**src/rtl/tsinv_arbiter.sv**
```systemverilog
module tsinv_arbiter #(
  parameter int TW    = 16,
  parameter int AW    = 16,
  parameter int DEPTH = 4
) (
  input  logic          clk,
  input  logic          rst_n,
  input  logic          tick,
  input  logic          in_valid,
  output logic          in_ready,
  input  logic [AW-1:0] in_addr,
  input  logic [TW-1:0] in_ts,
  output logic          app_valid,
  output logic [AW-1:0] app_addr,
  output logic          rb_valid,
  input  logic          rb_ack,
  output logic [TW-1:0] rb_ts,
  output logic [AW-1:0] rb_addr,
  input  logic          wr_req,
  input  logic [AW-1:0] wr_addr,
  output logic          wr_out_valid,
  output logic [AW-1:0] wr_out_addr,
  output logic [TW-1:0] wr_out_ts,
  output logic [TW-1:0] lvt
);
  localparam int CW = $clog2(DEPTH + 1);

  logic [TW-1:0] lvt_q;
  logic [CW-1:0] cnt;
  logic [TW-1:0] q_ts [DEPTH];
  logic [AW-1:0] q_ad [DEPTH];
  logic [CW-1:0] pos;

  wire due   = (cnt != '0) && (q_ts[0] <= lvt_q);
  assign in_ready = !rb_valid && (cnt != CW'(DEPTH)) && !due;
  wire take  = in_valid && in_ready;
  wire early = in_ts <  lvt_q;
  wire same  = in_ts == lvt_q;
  wire push  = take && (in_ts > lvt_q);

  assign lvt          = lvt_q;
  assign wr_out_valid = wr_req;
  assign wr_out_addr  = wr_addr;
  assign wr_out_ts    = lvt_q;

  always_comb begin
    pos = '0;
    for (int i = 0; i < DEPTH; i++)
      if (CW'(i) < cnt && q_ts[i] <= in_ts) pos = pos + 1'b1;
  end

  always_ff @(posedge clk) begin
    if (!rst_n) begin
      lvt_q     <= '0;
      cnt       <= '0;
      rb_valid  <= 1'b0;
      rb_ts     <= '0;
      rb_addr   <= '0;
      app_valid <= 1'b0;
      app_addr  <= '0;
    end else begin
      if (rb_valid && rb_ack)      lvt_q <= rb_ts;
      else if (tick && !rb_valid)  lvt_q <= lvt_q + 1'b1;

      if (take && early) begin
        rb_valid <= 1'b1;
        rb_ts    <= in_ts;
        rb_addr  <= in_addr;
      end else if (rb_ack) begin
        rb_valid <= 1'b0;
      end

      app_valid <= (take && same) || due;
      app_addr  <= due ? q_ad[0] : in_addr;

      if (due)       cnt <= cnt - 1'b1;
      else if (push) cnt <= cnt + 1'b1;
    end
  end

  for (genvar g = 0; g < DEPTH; g++) begin : g_slot
    always_ff @(posedge clk) begin
      if (due) begin
        if (g < DEPTH - 1) begin
          q_ts[g] <= q_ts[(g < DEPTH - 1) ? g + 1 : g];
          q_ad[g] <= q_ad[(g < DEPTH - 1) ? g + 1 : g];
        end
      end else if (push) begin
        if (CW'(g) == pos) begin
          q_ts[g] <= in_ts;
          q_ad[g] <= in_addr;
        end else if (CW'(g) > pos) begin
          q_ts[g] <= q_ts[(g > 0) ? g - 1 : 0];
          q_ad[g] <= q_ad[(g > 0) ? g - 1 : 0];
        end
      end
    end
    if (g < DEPTH - 1) begin : g_ord
      a_r9_sorted: assert property (@(posedge clk) disable iff (!rst_n)
        (cnt > CW'(g + 1)) |-> (q_ts[g] <= q_ts[g + 1]));
    end
  end

  a_r2_tick: assert property (@(posedge clk) disable iff (!rst_n)
    (tick && !rb_valid) |=> (lvt == $past(lvt) + 1'b1));
  a_r4_same: assert property (@(posedge clk) disable iff (!rst_n)
    (in_valid && in_ready && in_ts == lvt) |=> (app_valid && app_addr == $past(in_addr) && !rb_valid));
  a_r5_early: assert property (@(posedge clk) disable iff (!rst_n)
    (in_valid && in_ready && in_ts < lvt) |=> (rb_valid && rb_ts == $past(in_ts) && rb_addr == $past(in_addr)));
  a_r6_hold: assert property (@(posedge clk) disable iff (!rst_n)
    (rb_valid && !rb_ack) |=> (rb_valid && $stable(rb_ts) && $stable(rb_addr) && $stable(lvt)));
  a_r6_noaccept: assert property (@(posedge clk) disable iff (!rst_n)
    rb_valid |-> !in_ready);
  a_r7_load: assert property (@(posedge clk) disable iff (!rst_n)
    (rb_valid && rb_ack) |=> (!rb_valid && lvt == $past(rb_ts)));
  a_r10_full: assert property (@(posedge clk) disable iff (!rst_n)
    (cnt == CW'(DEPTH)) |-> !in_ready);
endmodule

```
**config.mk**
```make
export PLATFORM = sky130hd
export DESIGN_NAME = tsinv_arbiter
export DESIGN_NICKNAME = d
export VERILOG_FILES = /design/src/rtl/tsinv_arbiter.sv
export SDC_FILE = /design/constraint.sdc
export NUM_CORES = 1
export LEC_CHECK = 0
export ABC_AREA = 1
export BUFFER_PORTS_ARGS = -buffer_cell sky130_fd_sc_hd__buf_4
export CORE_MARGIN = 5
export CORE_UTILIZATION = 50
export DETAILED_ROUTE_END_ITERATION = 6
export PLACE_DENSITY = 0.8
export SLEW_MARGIN = 10
export SYNTH_ARGS = -nofsm -noshare
export SYNTH_HDL_FRONTEND = slang
export SYNTH_SLANG_ARGS = --single-unit
export TNS_END_PERCENT = 10
```
**constraint.sdc**
```tcl
create_clock -name clk -period 14.7 [get_ports clk]
set_input_delay 2.94 -clock clk [delete_from_list [all_inputs] [get_ports clk]]
set_output_delay 2.94 -clock clk [all_outputs]
set_load 0.03 [all_outputs]
```
# After elaboration in Yosys (flattened, before gate mapping)
# Memory sizes are Yosys's and may differ from the RTL's.
# Index checks and enable logic that the tools add are counted.
# W data, S select, Z words.
# totals
regBits	69
ramBits	128
inputBits	54
out_inout_bits	100
wordCells	133
memories	2
# op_classes
add_sub_neg	6
magnitude_cmp	15
n_eq_ne	5
n_mux	63
bitwise	14
reduce_logical	21
# mem_list
name	depth	width	rd	rd_clocked_by_memory_dff	write_ports	line_no	text
q_ad	4	16	4	0	4	31	logic [AW-1:0] q_ad [DEPTH];
q_ts	4	16	4	0	4	30	logic [TW-1:0] q_ts [DEPTH];
# op_table
cell	count
$mux W16	17
$le A16 B16 Y1	5
$mux W1	41
$add A16 B1 Y16 const B	1
$eq A16 B16 Y1	1
$gt A16 B16 Y1	1
$lt A16 B16 Y1	1
$mux W3	5
$or A1 B1 Y1	14
$logic_and A1 B1 Y1	13
$add A3 B1 Y3 const B	4
$eq A2 B3 Y1 const A	2
$gt A1 B3 Y1 const A	2
$gt A2 B3 Y1 const A	2
$lt A1 B3 Y1 const A	2
$lt A2 B3 Y1 const A	2
$reduce_bool A2 Y1	3
$eq A1 B3 Y1 const A	1
$logic_not A3 Y1	1
$ne A3 B3 Y1 const B	1
$reduce_bool A3 Y1	1
$sub A3 B1 Y3 const B	1
$logic_not A1 Y1	2
$logic_or A1 B1 Y1	1

# Longest topological paths before layout
# An unclocked memory read counts as a cell.
# logic_depth
word_depth	17
ltp_mapped	26
ltp_nobuf	24

# Worst setup path before layout
# Ideal clock, no wire load.
# synth_path
kind	input port to flip-flop
from	input in_ts[9]
to	memory q_ad[1][0] (enable)
setup_time_ps	389
arrival_time_ps	6408
t_required_ps	14311
setup_slack_ps	7902
stages	20
path_buffers	2
cell_sequence	inv_1 -> ha_1 -> a21oi_1 -> nor2_1 -> a211oi_1 -> o21ai_0 -> nor3_1 -> a22o_1 -> nand3_1 -> ha_1 -> inv_1 -> nand3_1 -> nand2_2 -> ha_1 -> or2_4 -> nand2_4 -> nand3_2 -> buf_2 -> buf_2 -> nand2_1
# synth_lines
item	line_no	text
start, declared	12	input logic [TW-1:0] in_ts,
end, declared	31	

==> impl_results.md <==
* Outcome: completed
* Via density at 5.92
* Mapped Cells at 1422
* Post-layout util at 56.4%
* Critical Path Source: in_ts[9]
* Initial antenna violation count at 0
* CP startpoint kind: primary input
* Vias in the first global route at 9975
* Syn Nets at ~1600
* Pre-antenna DRT Iters at 6
* Largest net degree at the start of global routing at 97
* Routed vias at 10627
* Rows at 56
* CTS tree: built
* Max Buffers Root-to-Sink at 2
* Comb pwr share at 49.8%
* N_diodes at 0
* Clock transition at path regs at 0.07 ns
* Nature of the critical path endpoint: register
* WP data arrival at 8.35 ns
* Reg2Reg Setup Slack at 8.91 ns
* Pre-CTS WS at 6.26 ns
* HP Start: rb_ts[14]$_SDFFE_PN0P_
* Final slew viol count at 0
* Worst-Margin Slew at 1.12 ns
* Initial DRC count at 1381
* Most frequent cells in the layout: nand2_1 (312), buf_4 (131), inv_1 (128), edfxtp_1 (128), nand4_1 (107)
* RSZ-0062 raised after global routing: no
* Die Y at approximately 160 microns
* Die width at 165 microns
* Slew HR at between 20 and 30%
* Total gr overflow at 0
* Max-cap violation count at 0
* Final hold viol count at 0
* Synth warnings at 0
* Sequential area share after synthesis at 43.7%
* Pint at 1.65 mW
* Reg2Reg Depth at 20
* CP endpoint: q_ts[3][2]$_DFFE_PP_
* # H-tree levels at 4
* R2R Path End: q_ts[3][2]$_DFFE_PP_
* Worst r2r src: q_ts[1][9]$_DFFE_PP_
* Finish-stage setup viols at 0
* Post-CTS setup buffers at 0
* Synth Area per Inst at 8.40 sq um
* Sw frac at approximately 48%
* Reg area at 0.00523 sq mm
* Cell Area, Synth at 0.0119 sq mm
* TNS Setup at 0 ns
* Yosys top cell by area: edfxtp_1
* Clock share of power at 14.5%
* Area grow syn2layout at 10.9%
* Number of remaining DRC errors at 0
* Post-Route WL at 32900 microns
* Post-Synth Simple-Gate Area at 23.9%
* TritonCTS Buffers at 17
* Most common cell after layout, fill and taps aside: nand2_1
* Leakage at ~5.9 nW
* Adder-cell share of the synthesized area at 10.9%
* Clock Latency Late Sink at 0.45 ns
* Fill cell count at slightly above 2000
* Largest family of logic cells by synthesized area: simple AND/OR/NAND/NOR gates
* Maximum VDD drop at between 0.15 and 0.2 mV
* Ys flop type: edfxtp_1
* Mux share of post-synthesis cell area at 0%
* Hold path cells at 2
* Sequential power share at 35.7%
* Number of synthesized flops with an enable pin at 128
* Yosys top cell area share at 32.2%
* CTS-repair resized insts at 0
* Port bufs at about 120
* Die area at 0.0271 sq mm
* Critical Path Fanout Max at 79
* #FFs+latches synth at 197
* Layout cell share with drive strength beyond 1 at 12.9%
* Setup Skew at 0.0119 ns
* NumNets Final at about 1600
* Initial Util at 50.9%
* Final GP Congestion at 0.908
* Dpl hpwl at 22500 microns
* Sw power at approximately 1.5 mW
* Synth async-reset ratio at 0%
* Hold_buf cts at 0
* Routed len/inst at 18.3 microns
* Core ar. at 0.0235 sq mm
* CP Data Required Time at between 10 and 15 ns
* # clock sinks at roughly 200
* Cell variety after synth at 48
* Clk root buf: clkbuf_16
* XOR/XNOR Fraction of Synth Area at less than 1%
* Top cells by area, synth: edfxtp_1 (32%), dfxtp_1 (12%), ha_1 (11%), nand2_1 (9.8%), nand4_1 (5.6%)
* Crit share post-route at ~56%
* Overall Global Routing Usage at roughly 24%
* Fmax at 122 MHz
* CP Class: in -> reg
* Detail Route Antenna Nets at 0
* I/O pin cnt at about 150
* Post-synthesis compound-gate area fraction at 11.4%
* Worst Hold Class: reg -> reg
* First-pass GRT wire length at 52100 microns
* PwrDens at 239 mW/mm^2
* Setup ws final at 6.52 ns
* Final min period at a little over 8 ns
* Multi-input gate area at 0.00557 sq mm
[layer usage]
metal / global-route usage (%) / vias up / routed length, microns
li1: - / 5000 / -
met1: 32.9 / 4919 / 13600
met2: 38.2 / 635 / 15000
met3: 5.04 / 73 / 3500
met4: 8.81 / 0 / 807
met5: 0 / - / 0
[worst min-delay path by stage]
stage,to,slack [ns]
floorplan,cnt[0]$_SDFFE_PN0P_,0.46
global placement,rb_ts[12]$_SDFFE_PN0P_,0.45
detailed placement,rb_ts[11]$_SDFFE_PN0P_,0.46
CTS,rb_ts[11]$_SDFFE_PN0P_,0.47
global route,rb_ts[12]$_SDFFE_PN0P_,0.50
finish,rb_ts[14]$_SDFFE_PN0P_,0.47
[synth_stat cells (2+ instances only)]
library cell	number
a221oi_1	3
o32ai_1	2
nand4_1	107
nand3_2	2
o21ai_0	53
nor4_1	3
o211ai_1	3
a211oi_1	4
dfxtp_1	69
o221ai_1	2
nand2_2	8
nor2_4	2
nor2_2	3
o21ai_1	62
nand2_4	4
edfxtp_1	128
clkinv_1	3
buf_6	10
nor2_1	77
nand2_1	312
a21oi_1	106
nor3_1	9
inv_1	128
clkbuf_1	35
o22ai_1	3
ha_1	104
nor3_2	3
o21a_1	4
xor2_1	6
buf_4	37
a21o_1	2
buf_2	26
nand3_1	87
[logic make-up after synthesis]
logic type                 count (synthesis)
and+or+nand+nor                          621
xor gates and xnor gates                   6
buffers and inverters                    241
adders and majority gates                104
DFF                                      197
AOI/OAI and AO/OA                        253
[registers in the layout, indices dropped and copies added (netlist names)]
register	flops
lvt	16
app_addr	16
q_ad	64
rb_addr	16
app_valid	1
rb_ts	16
cnt	3
q_ts	64
rb_valid	1
[power by group through the flow]
stage          combinational [mW]  clock (mW)  sequential (mW)
2_1_floorplan                1.12           0             1.13
3_3_place_gp                 1.48           0             1.12
3_5_place_dp                 1.54           0             1.13
4_1_cts                      1.55       0.461             1.12
5_1_grt                      1.73       0.485             1.15
6_report                     1.57       0.459             1.13
[per-stage QoR]
step | cells | hold WS (ns) | instance area (sq um) | total power, mW
after CTS | 1795 | 0.470 | 13200 | 3.13
final | 1795 | 0.469 | 13200 | 3.16
after global routing | 1795 | 0.499 | 13200 | 3.36
after detailed placement | 1763 | 0.457 | 12700 | 2.67
after global placement | 1763 | 0.454 | 12700 | 2.61
after floorplan | 1422 | 0.463 | 11900 | 2.25
[layout make-up]
type,instances,area share [%]
clock inverters,13,0.869
repair buffers,131,7.42
flip-flops and latches,197,39.4
multi-input cells,984,42.1
clock buffers,19,3.42
well taps,319,3.01
inverters,132,3.74
[worst max-delay path, stage by stage]
cell and delay [ns]:
buf_4 0.13, inv_1 0.21, ha_1 0.30, a21oi_1 0.18
nor2_1 0.06, a211oi_1 0.21, o21ai_0 0.11, nor3_1 0.14
a22o_1 0.15, nand3_1 0.09, ha_1 0.35, inv_1 0.07
nand3_1 0.13, nand2_2 0.14, ha_1 0.23, or2_4 0.26
nand2_4 0.21, buf_4 0.68, nor2_2 0.12, nor2_4 0.72
buf_4 0.61, o21ai_0 0.14
No activity file was read; power rests on OpenSTA's default activity.
